File: src/rtl/intexec_pkg.sv
package intexec_pkg;

   typedef enum logic [4:0] {
      OP_ADD_TRAP  = 5'd0,
      OP_ADD_WRAP  = 5'd1,
      OP_SUB_TRAP  = 5'd2,
      OP_SUB_WRAP  = 5'd3,
      OP_ADDK_TRAP = 5'd4,
      OP_ADDK_WRAP = 5'd5,
      OP_AND       = 5'd6,
      OP_OR        = 5'd7,
      OP_XOR       = 5'd8,
      OP_NOR       = 5'd9,
      OP_ANDK      = 5'd10,
      OP_ORK       = 5'd11,
      OP_XORK      = 5'd12,
      OP_LT_S      = 5'd13,
      OP_LT_U      = 5'd14,
      OP_LTK_S     = 5'd15,
      OP_LTK_U     = 5'd16,
      OP_HIGHK     = 5'd17,
      OP_SHL_K     = 5'd18,
      OP_SHR_K     = 5'd19,
      OP_SHRA_K    = 5'd20,
      OP_SHL_R     = 5'd21,
      OP_SHR_R     = 5'd22,
      OP_SHRA_R    = 5'd23
   } op_e;

   typedef enum logic [2:0] {
      U_NONE,
      U_ARITH,
      U_LOGIC,
      U_CMP,
      U_SHIFT,
      U_HIGH
   } unit_e;

   typedef enum logic [1:0] {
      L_AND,
      L_OR,
      L_XOR,
      L_NOR
   } lfn_e;

   typedef struct packed {
      unit_e unit;
      logic  use_k;    // second operand is the widened constant
      logic  k_sext;   // constant widened with its sign bit
      logic  sub;      // subtract instead of add
      logic  trap;     // overflow may be reported
      logic  cmp_u;    // unsigned ordering
      lfn_e  lfn;
      logic  sh_left;
      logic  sh_arith;
      logic  sh_reg;   // amount from first operand
   } ctl_t;

   function automatic ctl_t decode(input logic [4:0] code);
      ctl_t c;
      c = '{unit: U_NONE, use_k: 1'b0, k_sext: 1'b0, sub: 1'b0, trap: 1'b0,
            cmp_u: 1'b0, lfn: L_AND, sh_left: 1'b0, sh_arith: 1'b0, sh_reg: 1'b0};
      case (code)
         OP_ADD_TRAP:  begin c.unit = U_ARITH; c.trap = 1'b1; end
         OP_ADD_WRAP:  c.unit = U_ARITH;
         OP_SUB_TRAP:  begin c.unit = U_ARITH; c.sub = 1'b1; c.trap = 1'b1; end
         OP_SUB_WRAP:  begin c.unit = U_ARITH; c.sub = 1'b1; end
         OP_ADDK_TRAP: begin c.unit = U_ARITH; c.use_k = 1'b1; c.k_sext = 1'b1; c.trap = 1'b1; end
         OP_ADDK_WRAP: begin c.unit = U_ARITH; c.use_k = 1'b1; c.k_sext = 1'b1; end
         OP_AND:       begin c.unit = U_LOGIC; c.lfn = L_AND; end
         OP_OR:        begin c.unit = U_LOGIC; c.lfn = L_OR;  end
         OP_XOR:       begin c.unit = U_LOGIC; c.lfn = L_XOR; end
         OP_NOR:       begin c.unit = U_LOGIC; c.lfn = L_NOR; end
         OP_ANDK:      begin c.unit = U_LOGIC; c.lfn = L_AND; c.use_k = 1'b1; end
         OP_ORK:       begin c.unit = U_LOGIC; c.lfn = L_OR;  c.use_k = 1'b1; end
         OP_XORK:      begin c.unit = U_LOGIC; c.lfn = L_XOR; c.use_k = 1'b1; end
         OP_LT_S:      begin c.unit = U_CMP; c.sub = 1'b1; end
         OP_LT_U:      begin c.unit = U_CMP; c.sub = 1'b1; c.cmp_u = 1'b1; end
         OP_LTK_S:     begin c.unit = U_CMP; c.sub = 1'b1; c.use_k = 1'b1; c.k_sext = 1'b1; end
         OP_LTK_U:     begin c.unit = U_CMP; c.sub = 1'b1; c.use_k = 1'b1; c.k_sext = 1'b1;
                             c.cmp_u = 1'b1; end
         OP_HIGHK:     c.unit = U_HIGH;
         OP_SHL_K:     begin c.unit = U_SHIFT; c.sh_left = 1'b1; end
         OP_SHR_K:     c.unit = U_SHIFT;
         OP_SHRA_K:    begin c.unit = U_SHIFT; c.sh_arith = 1'b1; end
         OP_SHL_R:     begin c.unit = U_SHIFT; c.sh_left = 1'b1; c.sh_reg = 1'b1; end
         OP_SHR_R:     begin c.unit = U_SHIFT; c.sh_reg = 1'b1; end
         OP_SHRA_R:    begin c.unit = U_SHIFT; c.sh_arith = 1'b1; c.sh_reg = 1'b1; end
         default:      c.unit = U_NONE;
      endcase
      return c;
   endfunction

endpackage

File: src/rtl/intexec_opsel.sv
module intexec_opsel
   import intexec_pkg::*;
#(
   parameter int W     = 32,
   parameter int K_W   = 16,
   parameter int SH_W  = 5
) (
   input  logic [4:0]      op_i,
   input  logic [W-1:0]    a_i,
   input  logic [W-1:0]    b_i,
   input  logic [K_W-1:0]  imm_i,
   input  logic [SH_W-1:0] shamt_i,
   output ctl_t            ctl_o,
   output logic [W-1:0]    opb_o,
   output logic [SH_W-1:0] amt_o
);
   localparam int EXT_W = W - K_W;

   logic [W-1:0] k_wide;

   assign ctl_o  = decode(op_i);
   assign k_wide = {{EXT_W{ctl_o.k_sext & imm_i[K_W-1]}}, imm_i};
   assign opb_o  = ctl_o.use_k ? k_wide : b_i;
   // Only the low count bits of a register amount are used
   assign amt_o  = ctl_o.sh_reg ? a_i[SH_W-1:0] : shamt_i;

endmodule

File: src/rtl/intexec_addsub.sv
module intexec_addsub #(
   parameter int W = 32
) (
   input  logic [W-1:0] x_i,
   input  logic [W-1:0] y_i,
   input  logic         sub_i,
   output logic [W-1:0] sum_o,
   output logic         ovf_o,
   output logic         lt_s_o,
   output logic         lt_u_o
);
   localparam int MSB = W - 1;

   logic [W-1:0] y_eff;
   logic [W:0]   full;
   logic         sx, sy_eff, sr;

   assign y_eff = sub_i ? ~y_i : y_i;
   assign full  = {1'b0, x_i} + {1'b0, y_eff} + {{W{1'b0}}, sub_i};
   assign sum_o = full[W-1:0];

   assign sx     = x_i[MSB];
   assign sy_eff = y_eff[MSB];
   assign sr     = full[MSB];

   // same effective operand signs and a flipped result sign
   assign ovf_o  = (sx == sy_eff) && (sr != sx);

   // ordering derived from the difference (valid when sub_i is set)
   assign lt_s_o = (x_i[MSB] != y_i[MSB]) ? x_i[MSB] : sr;
   assign lt_u_o = ~full[W];

endmodule

File: src/rtl/intexec_shift.sv
module intexec_shift #(
   parameter int W      = 32,
   parameter int SH_W   = 5,
   parameter int STAGED = 1
) (
   input  logic [W-1:0]    din_i,
   input  logic [SH_W-1:0] amt_i,
   input  logic            left_i,
   input  logic            arith_i,
   output logic [W-1:0]    dout_o
);
   localparam int MSB = W - 1;

   logic fill;
   assign fill = arith_i & din_i[MSB];

   generate
      if (STAGED != 0) begin : g_staged
         logic [W-1:0] l_st [SH_W+1];
         logic [W-1:0] r_st [SH_W+1];
         assign l_st[0] = din_i;
         assign r_st[0] = din_i;
         for (genvar k = 0; k < SH_W; k++) begin : g_stage
            localparam int D = 1 << k;
            assign l_st[k+1] = amt_i[k] ? {l_st[k][W-1-D:0], {D{1'b0}}} : l_st[k];
            assign r_st[k+1] = amt_i[k] ? {{D{fill}}, r_st[k][W-1:D]} : r_st[k];
         end
         assign dout_o = left_i ? l_st[SH_W] : r_st[SH_W];
      end else begin : g_flat
         logic [2*W-1:0] ext;
         logic [2*W-1:0] rsh;
         assign ext    = {{W{fill}}, din_i};
         assign rsh    = ext >> amt_i;
         assign dout_o = left_i ? (din_i << amt_i) : rsh[W-1:0];
      end
   endgenerate

endmodule

File: src/rtl/intexec_alu.sv
module intexec_alu
   import intexec_pkg::*;
#(
   parameter int W          = 32,
   parameter int K_W        = 16,
   parameter int SHIFT_STGD = 1
) (
   input  logic [W-1:0]         a_i,
   input  logic [W-1:0]         b_i,
   input  logic [K_W-1:0]       imm_i,
   input  logic [$clog2(W)-1:0] shamt_i,
   input  logic [4:0]           op_i,
   output logic [W-1:0]         result_o,
   output logic                 ovf_o
);
   localparam int SH_W  = $clog2(W);
   localparam int LOW_W = W - K_W;

   generate
      if (W != (1 << SH_W)) begin : g_bad_width
         $error("intexec_alu: W must be a power of two");
      end
      if (K_W * 2 != W) begin : g_bad_k
         $error("intexec_alu: constant field must be half the word");
      end
   endgenerate

   ctl_t              ctl;
   logic [W-1:0]      opb;
   logic [SH_W-1:0]   amt;
   logic [W-1:0]      sum;
   logic              ovf_raw, lt_s, lt_u;
   logic [W-1:0]      sh_out;
   logic [W-1:0]      log_out;

   intexec_opsel #(.W(W), .K_W(K_W), .SH_W(SH_W)) u_opsel (
      .op_i    (op_i),
      .a_i     (a_i),
      .b_i     (b_i),
      .imm_i   (imm_i),
      .shamt_i (shamt_i),
      .ctl_o   (ctl),
      .opb_o   (opb),
      .amt_o   (amt)
   );

   intexec_addsub #(.W(W)) u_addsub (
      .x_i    (a_i),
      .y_i    (opb),
      .sub_i  (ctl.sub),
      .sum_o  (sum),
      .ovf_o  (ovf_raw),
      .lt_s_o (lt_s),
      .lt_u_o (lt_u)
   );

   intexec_shift #(.W(W), .SH_W(SH_W), .STAGED(SHIFT_STGD)) u_shift (
      .din_i   (b_i),
      .amt_i   (amt),
      .left_i  (ctl.sh_left),
      .arith_i (ctl.sh_arith),
      .dout_o  (sh_out)
   );

   always_comb begin
      case (ctl.lfn)
         L_AND:   log_out = a_i & opb;
         L_OR:    log_out = a_i | opb;
         L_XOR:   log_out = a_i ^ opb;
         default: log_out = ~(a_i | opb);
      endcase
   end

   always_comb begin
      case (ctl.unit)
         U_ARITH: result_o = sum;
         U_LOGIC: result_o = log_out;
         U_CMP:   result_o = {{(W-1){1'b0}}, (ctl.cmp_u ? lt_u : lt_s)};
         U_SHIFT: result_o = sh_out;
         U_HIGH:  result_o = {imm_i, {LOW_W{1'b0}}};
         default: result_o = '0;
      endcase
   end

   assign ovf_o = (ctl.unit == U_ARITH) && ctl.trap && ovf_raw;

endmodule

File: config.mk
export PLATFORM = sky130hd
export DESIGN_NAME = intexec_alu
export DESIGN_NICKNAME = d
export VERILOG_FILES = /design/src/rtl/intexec_pkg.sv /design/src/rtl/intexec_opsel.sv /design/src/rtl/intexec_addsub.sv /design/src/rtl/intexec_shift.sv /design/src/rtl/intexec_alu.sv
export SDC_FILE = /design/constraint.sdc
export NUM_CORES = 1
export LEC_CHECK = 0
export BUFFER_PORTS_ARGS = -buffer_cell sky130_fd_sc_hd__buf_4
export CORE_MARGIN = 2
export CORE_UTILIZATION = 60
export DETAILED_ROUTE_END_ITERATION = 7
export PLACE_DENSITY = 0.89
export SETUP_SLACK_MARGIN = 0.02
export SYNTH_ARGS = -nofsm -noshare
export SYNTH_HDL_FRONTEND = slang
export SYNTH_SLANG_ARGS = --single-unit
File: constraint.sdc
create_clock -name vclk -period 16.2
set_input_delay 3.24 -clock vclk [all_inputs]
set_output_delay 3.24 -clock vclk [all_outputs]
set_load 0.03 [all_outputs]
==> impl_metrics.env <==
export IMPL_min_period_ns=11.44
export IMPL_io_buffers=123
export IMPL_synth_area_um2=9070
export IMPL_p_per_area_nw_per_um2=54.3
export IMPL_drv_cap=0
export IMPL_grt_start_max_net_pins=54
export IMPL_seq_area_frac_synth_pct=0
export IMPL_post_place_cells=1532
export IMPL_min_period_over_period_pct=70.6
export IMPL_slew_viol_final=0
export IMPL_die_x_um=127
export IMPL_path_common_cell="buf_4"
export IMPL_synth_area_leaders="ha_1, mux4_2, a21oi_1"
export IMPL_drc=0
export IMPL_cts_resized=0
export IMPL_grt_util_all_layers_pct=48.0
export IMPL_critPathCaptureType="output pin"
export IMPL_path_delay_family="compound AO/OA/AOI/OAI gates"
export IMPL_fin_tns_setup_ns=0
export IMPL_syn_inst=1304
export IMPL_drt_first_pass_iters=6
export IMPL_ff_latch_area_um2=0
export IMPL_path_buf_inv=3
export IMPL_yosysMostFrequentCell="a21oi_1"
export IMPL_crit_type="in2out"
export IMPL_ys_top_cells_by_count="a21oi_1, nand2_1, ha_1"
export IMPL_ctsHoldBuffers=0
export IMPL_crit_path_start_kind="primary input"
export IMPL_final_core_util_pct=68.1
export IMPL_gp_congestion=1.10
export IMPL_rows=44
export IMPL_die_area_um2=16100
export IMPL_drive_above_1_share_pct=16.5
export IMPL_rsz0062_at_grt="no"
export IMPL_post_cts_repair_setup_buffers=0
export IMPL_fin_cells=1533
export IMPL_required_ns=12.96
export IMPL_io_pins=123
export IMPL_worst_pin_slew_ns=1.00
export IMPL_setup_viol=0
export IMPL_ant_nets=0
export IMPL_synth_top_cell_by_area="ha_1"
export IMPL_final_nets=1538
export IMPL_area_delta_synth_final_pct=9.98
export IMPL_timing_fmax_mhz=87.4
export IMPL_slew_limit_headroom_pct=32.9
export IMPL_yosysWarnings=0
export IMPL_worstPathCellList="buf_4 > and2b_4 > a2111o_1 > nand2_1 > buf_4 > mux2i_1 > xor2_1 > fa_1 > a21o_1 > a21o_1 > a21oi_1 > o31a_1 > o2111ai_1 > a31oi_1 > o21ai_0 > xnor2_1 > a211o_1 > buf_4"
export IMPL_chipHeight_um=127
export IMPL_core_um2=14600
export IMPL_cp_slowest_cell="a2111o_1"
export IMPL_dp_hpwl_um=30900
export IMPL_detail_route_iter0_violations=1865
export IMPL_vias=11500
export IMPL_seq_cell_count=0
export IMPL_leakage_nw=4.38
export IMPL_slowest_delay_ns=0.45
export IMPL_ir_drop_uv=39.4
export IMPL_grt_overflow_total=0
export IMPL_hp_class="in2out"
export IMPL_yosysTopAreaCellShare_pct=13.4
export IMPL_grt_pass1_vias=10500
export IMPL_cp_max_fo=31
export IMPL_start_util_pct=61.9
export IMPL_nClkBuffers=0
export IMPL_routed_wl_um=40200
export IMPL_via_per_inst=7.49
export IMPL_hold_violations=0
export IMPL_grt_antenna_before_repair=0
export IMPL_outcome="finished clean"
export IMPL_synth_cell_type_count=86
export IMPL_syn_nets=1492
export IMPL_nFillCells=1281
export IMPL_avgSynthCellArea_um2=6.95
export IMPL_wl_per_cell_um=26.2
export IMPL_grt_pass1_wl_um=61100
export IMPL_worst_ep_arrival_time_ns=8.20
==> cell families after synthesis <==
logic type	share of synthesized area, %
multiplexers	18.2
adder cells (fa/ha/maj)	13.6
AND/OR/NAND/NOR	20.0
buffers and inverters	8.04
XOR/XNOR	5.51
AO/OA/AOI/OAI	34.7
==> through the flow <==
| stage | worst slack (ns) | instance area (µm²) | hold WS [ns] | total power [mW] |
|---|---|---|---|---|
| 3_5_place_dp | 4.93 | 9970 | 6.87 | 0.520 |
| 3_3_place_gp | 5.10 | 9970 | 6.87 | 0.512 |
| 4_1_cts | 4.92 | 9970 | 6.88 | 0.523 |
| 6_report | 4.76 | 9970 | 6.88 | 0.542 |
| 5_1_grt | 4.63 | 9970 | 6.89 | 0.575 |
| 2_1_floorplan | 5.50 | 9070 | 6.75 | 0.362 |
==> worst min-delay path, stage by stage <==
cell and delay, ns:
buf_4 0.10, a21oi_1 0.06, o211ai_1 0.07, buf_4 0.16
==> area by class of cell <==
cell class / count / area [µm²] / share of cell area (%)
multi-input combinational: 1131 / 8380 / 84.1
tap: 184 / 230 / 2.31
inverter: 73 / 274 / 2.75
antenna: 1 / 2.50 / 0.0251
timing repair buffer: 144 / 1080 / 10.8
==> metal layers <==
| metal | share of wire, % | GRT usage (%) | vias to the layer above |
|---|---|---|---|
| met5 | 0 | 0 | - |
| met4 | 7.0 | 22.2 | 0 |
| met3 | 14 | 8.44 | 228 |
| met2 | 42 | 75.2 | 1010 |
| met1 | 37 | 64.2 | 5267 |
| li1 | - | - | 4982 |
==> layout by cell type, fill, tap and decap left out, types with 5 or more instances in the layout <==
master,netlist,final
a311oi_1,6,6
o221ai_1,15,15
a21o_1,23,23
nor2_1,89,89
o2111ai_1,8,8
o21ai_1,23,23
mux2i_1,71,71
ha_1,97,97
a22oi_1,10,10
nor3b_1,5,5
inv_1,73,73
nor2b_1,6,6
a221o_1,8,8
o22ai_1,9,9
nand2_1,108,108
and2_1,12,12
and3_1,14,14
nand2b_1,28,28
a21oi_1,145,141
o31ai_1,9,9
xnor2_1,15,15
o21bai_1,8,8
or3_1,8,8
a32oi_1,6,6
o211ai_1,33,33
xor2_1,42,42
nand4_1,9,9
mux4_2,36,36
a221oi_1,7,7
a31oi_1,15,15
buf_4,5,144
o21ai_0,88,88
nor3_1,39,38
mux2_2,8,8
nand3_1,29,29
a211oi_1,21,20
==> power breakdown <==
| part | internal [mW] | switching, mW | leakage (nW) |
|---|---|---|---|
| registers | 0 | 0 | 0 |
| logic | 0.201 | 0.341 | 4.38 |
| clock network | 0.00000000714 | 0 | 0.00000634 |
| total | 0.201 | 0.341 | 4.38 |
==> path summary, 6_finish.rpt <==
path / from / endpoint / slack [ns] / depth (start not counted)
setup / recovery: op_i[3] / result_o[30] / 4.76 / 18
hold / removal: imm_i[2] / result_o[18] / 6.88 / 4
Power figures use the tool's default switching activity.
